===== config.mk =====
export PLATFORM = sky130hd
export DESIGN_NAME = sdcmd_issue_gate
export DESIGN_NICKNAME = d
export VERILOG_FILES = /design/src/rtl/sdg_pkg.sv /design/src/rtl/sdg_launch_ctl.sv /design/src/rtl/sdg_crc_token.sv /design/src/rtl/sdg_irq_watch.sv /design/src/rtl/sdcmd_issue_gate.sv
export SDC_FILE = /design/constraint.sdc
export NUM_CORES = 1
export LEC_CHECK = 0
export ABC_AREA = 1
export BUFFER_PORTS_ARGS = -buffer_cell sky130_fd_sc_hd__buf_2
export CELL_PAD_IN_SITES_DETAIL_PLACEMENT = 0
export CELL_PAD_IN_SITES_GLOBAL_PLACEMENT = 1
export CORE_MARGIN = 2
export CORE_UTILIZATION = 43
export CTS_BUF_LIST = sky130_fd_sc_hd__clkbuf_4 sky130_fd_sc_hd__clkbuf_8
export CTS_CLUSTER_DIAMETER = 40
export DETAILED_ROUTE_END_ITERATION = 10
export HOLD_SLACK_MARGIN = 0.15
export PLACE_DENSITY = 0.86
export SLEW_MARGIN = 20
export SYNTH_ARGS = -nofsm -noshare
export SYNTH_HDL_FRONTEND = slang
export SYNTH_SLANG_ARGS = --single-unit

===== constraint.sdc =====
create_clock -name clk -period 2.6 [get_ports clk]
set_input_delay 0.13 -clock clk [delete_from_list [all_inputs] [get_ports clk]]
set_output_delay 0.13 -clock clk [all_outputs]
set_load 0.005 [all_outputs]

===== src/rtl/sdg_pkg.sv =====
`timescale 1ns/1ps
package sdg_pkg;

  // token reader states
  typedef enum logic [1:0] {TK_IDLE, TK_HUNT, TK_BITS, TK_END} tok_st_t;

  localparam int          TOK_STAT_W = 3;
  localparam logic [2:0]  TOK_ACCEPT = 3'b010;

  // busy condition: satisfied when not requested or card released DAT0
  function automatic logic ready_ok(input logic want_ready, input logic d0);
    return !want_ready || d0;
  endfunction

  // data condition: satisfied when not requested, already seen, or seen now
  function automatic logic data_ok(input logic want_data, input logic seen,
                                   input logic pass_now);
    return !want_data || seen || pass_now;
  endfunction

  // token verdict: anything but accept pattern with good end bit is an error
  function automatic logic tok_rejected(input logic [2:0] stat, input logic endb);
    return (stat != TOK_ACCEPT) || !endb;
  endfunction

endpackage


===== src/rtl/sdg_launch_ctl.sv =====
`timescale 1ns/1ps
module sdg_launch_ctl #(
  parameter int TMO_W = 16
) (
  input  logic             clk,
  input  logic             rst_n,
  input  logic             cmd_req,
  input  logic             wait_ready,
  input  logic             wait_data,
  input  logic [TMO_W-1:0] busy_limit,
  input  logic             crc_pass,
  input  logic             crc_fail,
  input  logic             dat0,
  output logic             cmd_launch,
  output logic             cmd_abort,
  output logic             cmd_timeout
);
  import sdg_pkg::*;

  logic             pend_q, wr_q, wd_q, dmet_q;
  logic [TMO_W-1:0] cnt_q;

  // named internal events
  logic pass_clean, cond_ready, cond_data, gate_open;
  logic abort_ev, launch_ev, expire_ev, accept_ev;

  assign pass_clean = crc_pass && !crc_fail;
  assign cond_ready = ready_ok(wr_q, dat0);
  assign cond_data  = data_ok(wd_q, dmet_q, pass_clean);
  assign gate_open  = cond_ready && cond_data;
  assign abort_ev   = pend_q && wd_q && !dmet_q && crc_fail;
  assign launch_ev  = pend_q && gate_open && !abort_ev;
  assign expire_ev  = pend_q && !gate_open && !abort_ev && (cnt_q == busy_limit);
  assign accept_ev  = !pend_q && cmd_req;

  assign cmd_launch  = launch_ev;
  assign cmd_abort   = abort_ev;
  assign cmd_timeout = expire_ev;

  always_ff @(posedge clk) begin
    if (!rst_n) begin
      pend_q <= 1'b0;
      wr_q   <= 1'b0;
      wd_q   <= 1'b0;
      dmet_q <= 1'b0;
      cnt_q  <= '0;
    end else if (accept_ev) begin
      pend_q <= 1'b1;
      wr_q   <= wait_ready;
      wd_q   <= wait_data;
      dmet_q <= 1'b0;
      cnt_q  <= '0;
    end else if (launch_ev || abort_ev || expire_ev) begin
      pend_q <= 1'b0;
    end else if (pend_q) begin
      dmet_q <= dmet_q || pass_clean;
      cnt_q  <= cnt_q + 1'b1;
    end
  end


  no_wait_launch_chk: assert property (@(posedge clk) disable iff (!rst_n)
    (!pend_q && cmd_req && !wait_ready && !wait_data) |=> cmd_launch);

  busy_hold_chk: assert property (@(posedge clk) disable iff (!rst_n)
    (pend_q && wr_q && !dat0) |-> !cmd_launch);

  one_outcome_chk: assert property (@(posedge clk) disable iff (!rst_n)
    $onehot0({cmd_launch, cmd_abort, cmd_timeout}));

  abort_idle_chk: assert property (@(posedge clk) disable iff (!rst_n)
    cmd_abort |=> !cmd_launch);

  opts_hold_chk: assert property (@(posedge clk) disable iff (!rst_n)
    (pend_q && $past(pend_q)) |-> $stable({wr_q, wd_q}));

endmodule


===== src/rtl/sdg_crc_token.sv =====
`timescale 1ns/1ps
module sdg_crc_token (
  input  logic clk,
  input  logic rst_n,
  input  logic blk_wr_done,
  input  logic skip_token,
  input  logic dat0,
  output logic wst_valid,
  output logic wst_err
);
  import sdg_pkg::*;

  localparam logic [1:0] LAST_IDX = 2'(TOK_STAT_W - 1);

  tok_st_t               st_q;
  logic [1:0]            bidx_q;
  logic [TOK_STAT_W-1:0] bits_q;
  logic                  vld_q, err_q;

  logic arm_ev, start_ev, end_ev;
  assign arm_ev   = (st_q == TK_IDLE) && blk_wr_done && !skip_token;
  assign start_ev = (st_q == TK_HUNT) && !dat0;
  assign end_ev   = (st_q == TK_END);

  always_ff @(posedge clk) begin
    if (!rst_n) begin
      st_q   <= TK_IDLE;
      bidx_q <= '0;
      bits_q <= '0;
      vld_q  <= 1'b0;
      err_q  <= 1'b0;
    end else begin
      vld_q <= 1'b0;
      unique case (st_q)
        TK_IDLE: if (arm_ev) st_q <= TK_HUNT;
        TK_HUNT: if (start_ev) begin
          st_q   <= TK_BITS;
          bidx_q <= '0;
        end
        TK_BITS: begin
          bits_q <= {bits_q[TOK_STAT_W-2:0], dat0};
          if (bidx_q == LAST_IDX) st_q <= TK_END;
          else                    bidx_q <= bidx_q + 1'b1;
        end
        TK_END: begin
          vld_q <= 1'b1;
          err_q <= tok_rejected(bits_q, dat0);
          st_q  <= TK_IDLE;
        end
        default: st_q <= TK_IDLE;
      endcase
    end
  end

  assign wst_valid = vld_q;
  assign wst_err   = err_q;


  single_result_chk: assert property (@(posedge clk) disable iff (!rst_n)
    wst_valid |=> !wst_valid);

  result_after_end_chk: assert property (@(posedge clk) disable iff (!rst_n)
    end_ev |=> wst_valid);

  skip_stays_idle_chk: assert property (@(posedge clk) disable iff (!rst_n)
    ((st_q == TK_IDLE) && blk_wr_done && skip_token) |=> (st_q == TK_IDLE));

endmodule


===== src/rtl/sdg_irq_watch.sv =====
`timescale 1ns/1ps
module sdg_irq_watch (
  input  logic clk,
  input  logic rst_n,
  input  logic irq_en,
  input  logic xfer_active,
  input  logic dat1,
  input  logic irq_clr,
  output logic sdio_irq
);
  logic flag_q;
  logic seen_ev;

  assign seen_ev = irq_en && !xfer_active && !dat1;

  always_ff @(posedge clk) begin
    if (!rst_n)         flag_q <= 1'b0;
    else if (seen_ev)   flag_q <= 1'b1;
    else if (irq_clr)   flag_q <= 1'b0;
  end

  assign sdio_irq = flag_q;


  irq_set_chk: assert property (@(posedge clk) disable iff (!rst_n)
    (irq_en && !xfer_active && !dat1) |=> sdio_irq);

  irq_fall_chk: assert property (@(posedge clk) disable iff (!rst_n)
    $fell(sdio_irq) |-> $past(irq_clr));

  irq_mask_chk: assert property (@(posedge clk) disable iff (!rst_n)
    (!sdio_irq && (!irq_en || xfer_active)) |=> !sdio_irq);

endmodule


===== src/rtl/sdcmd_issue_gate.sv =====
`timescale 1ns/1ps
module sdcmd_issue_gate #(
  parameter int TMO_W = 16
) (
  input  logic             clk,
  input  logic             rst_n,
  input  logic             cmd_req,
  input  logic             wait_ready,
  input  logic             wait_data,
  input  logic [TMO_W-1:0] busy_limit,
  input  logic             crc_pass,
  input  logic             crc_fail,
  input  logic             blk_wr_done,
  input  logic             skip_token,
  input  logic             dat0,
  input  logic             dat1,
  input  logic             xfer_active,
  input  logic             irq_en,
  input  logic             irq_clr,
  output logic             cmd_launch,
  output logic             cmd_abort,
  output logic             cmd_timeout,
  output logic             wst_valid,
  output logic             wst_err,
  output logic             sdio_irq
);

  sdg_launch_ctl #(.TMO_W(TMO_W)) u_launch (
    .clk         (clk),
    .rst_n       (rst_n),
    .cmd_req     (cmd_req),
    .wait_ready  (wait_ready),
    .wait_data   (wait_data),
    .busy_limit  (busy_limit),
    .crc_pass    (crc_pass),
    .crc_fail    (crc_fail),
    .dat0        (dat0),
    .cmd_launch  (cmd_launch),
    .cmd_abort   (cmd_abort),
    .cmd_timeout (cmd_timeout)
  );

  sdg_crc_token u_token (
    .clk         (clk),
    .rst_n       (rst_n),
    .blk_wr_done (blk_wr_done),
    .skip_token  (skip_token),
    .dat0        (dat0),
    .wst_valid   (wst_valid),
    .wst_err     (wst_err)
  );

  sdg_irq_watch u_irq (
    .clk         (clk),
    .rst_n       (rst_n),
    .irq_en      (irq_en),
    .xfer_active (xfer_active),
    .dat1        (dat1),
    .irq_clr     (irq_clr),
    .sdio_irq    (sdio_irq)
  );


  reset_quiet_chk: assert property (@(posedge clk)
    !rst_n |=> (!rst_n || !(cmd_abort || wst_valid)));

endmodule


==> run metrics <==
commonest cells in the netlist=nand2_1, inv_1, nor2_1, dfxtp_1, a21oi_1; final net count=384; initial antenna violation count=0; core area=0.004354 mm2; Worst setup SP type=register; Cells after DPL=388; Avg WL per Cell=10.88 um; Worst Setup SP=u_launch.pend_q; # rows=24; critical path peak fanout=26; GPL Wtd Cong=0.8338; Synth area leaders=dfxtp_1, nand2_1, inv_1; switching power=401.1 uW; clk_lat worst skew=0.28 ns; final setup fails=0; DR vias=1,911; Syn Inst Count=307; Pwr Total=1.235 mW; sequential-to-total area share from yosys stat=30.79%; Worst EP arrival=1.82 ns; clk sink count=30; Peak Freq=0.5137 GHz; #FFs+latches synth=30; gr usage total=18.40%; Worst-path clk slew=0.06 ns; sw frac=32.49%; first-pass GRT wire length=7465 um; Ys Warns=0; Logic pwr share=24.5%; I/O Buffers=35; H-tree depth=2; GR peak layer=met2; Sequential Power Share=43.6%; area post-placement=0.002140 mm2; critical path endpoint category=primary output; most frequent cell after synthesis=nand2_1; min-delay src=dat0; # diodes=0; area added between synthesis and finish=17.13%; internal power=833.4 uW; PD cells=540.4 mW/mm2; pre-CTS setup slack=0.7759 ns; Syn Nets=343; kind of critical path=reg -> out; PostCTS Resize Cnt=0; Starting Density=44.80%; worst-margin pin slew=0.4318 ns; non-filler cells, final=401; layout cells sized above 1=17.48%; IO Count=36; DP Wirelength=3319 um; syn avg cell area=6.354 um2; pin count of the biggest net entering global routing=27; Die Width=71.35 um; initial DRC count=67; Synth top area share=30.79%; grt met2 use=28.40%; Final Hold Violating Endpoints=0; Post-Syn Area=0.001951 mm2; number of library cell types mapped by synthesis=28; number of flops mapped to enable cells by yosys=0; prevailing post-synth register cell=dfxtp_1; fin. max-slew vios=0; cell area after layout=0.002285 mm2; clock tree root driver cell=clkbuf_8; Slew HR=71.17%; gr ovfl total=0; RSZ-0062 raised after global routing=false; First-pass DRT Iterations=4; drt via density=4.766; M1 GR Usage=25.55%; Clk pwr share=31.9%; die height=71.35 um; peak supply drop=0.0004022 V; final antenna-violating net count=0; leakage power=1.098 nW; Max-cap violations=0; CTS Buffer Depth=2; clk_skew=0.005322 ns; vias in the first global route=1,755; final wirelength=4364 um; setup TNS=0 ns; Hold Crit Class=in -> reg; fin crit share=74.87%; GR Util met3=3.516%; Tmin final=1.947 ns; asr flop ratio synth=0%; DRC viols=0; status=completed; die area=0.005091 mm2; CTS tree=built; Data required, critical path=2.47 ns; final worst slack=0.6533 ns; Crit Reg-Reg Startpoint=u_launch.pend_q; CTS buffer count=5; cell taking the most area after synthesis=dfxtp_1
-- placed cells by master (no fill, tap or decap), types with 4 or more instances in the layout --
cell / count
nor3_1: 4
dlygate4sd3_1: 5
nand2_1: 91
clkbuf_8: 6
inv_1: 52
nand3_1: 11
xor2_1: 4
nor2_1: 36
a21oi_1: 17
dfxtp_1: 30
o21ai_0: 9
ha_1: 6
buf_2: 35
nand4_1: 15
-- logic make-up after synthesis --
group	Yosys count	share of synthesized area, %
xor gates and xnor gates	7	3.143
buffers and inverters	63	13.79
adders and majority gates	6	3.849
and+or+nand+nor	172	40.86
AOI/OAI and AO/OA	29	7.568
DFF	30	30.79
-- routing by layer --
layer	part of all wire, %	vias up
met5	0	-
met4	1.6	0
met3	4.4	6
met2	43	47
met1	51	818
li1	-	1040
-- path summary, 6_finish.rpt --
kind,slack (ns),cells after the start,end
setup / recovery,0.65,7,cmd_timeout
setup reg to reg,0.75,9,u_launch.cnt_q[2]
hold / removal,0.16,3,u_token.bits_q[0]
hold reg to reg,0.46,2,u_launch.dmet_q
-- flip-flops by register name, indices dropped and copies added (netlist names) --
name               cells
u_token.st_q           2
u_launch.wr_q          1
u_launch.dmet_q        1
u_token.bidx_q         2
u_launch.wd_q          1
u_token.wst_valid      1
u_token.wst_err        1
u_launch.pend_q        1
u_irq.sdio_irq         1
u_token.bits_q         3
u_launch.cnt_q        16
-- final cells by class --
cell class / count / area [um2]
fill: 454 / 2069
clock buffer: 6 / 82.58
clock inverter: 2 / 12.51
timing repair buffer: 41 / 232.7
multi-input combinational: 214 / 1081
tap: 52 / 65.06
sequential: 30 / 600.6
inverter: 56 / 210.2
-- through the flow --
step                hold slack (ns)  utilization (%)
detailed placement           0.3881            49.14
global route                 0.1923            52.47
floorplan                    0.2933                -
CTS                          0.1577            52.47
finish                       0.1573            52.47
global placement             0.3858            49.14
-- power by group through the flow --
stage	logic (mW)	clock network, mW	registers (mW)
after floorplan	0.223	0	0.539
after global placement	0.293	0	0.550
after detailed placement	0.294	0	0.549
after CTS	0.302	0.405	0.539
after global routing	0.357	0.425	0.545
final	0.302	0.393	0.539
-- timing repair --
action,in CTS,in global routing
hold buffers,5,0
buffers inserted,0,0
endpoints found under the hold margin,4,0
-- worst max-delay path, stage by stage, from the launching register on --
cell	delay (ns)
dfxtp_1	0.58
nand2_1	0.10
nor2_1	0.12
nand2_1	0.07
nor2_2	0.14
nand3_4	0.27
inv_1	0.12
buf_2	0.12
Power figures use the tool's default switching activity.
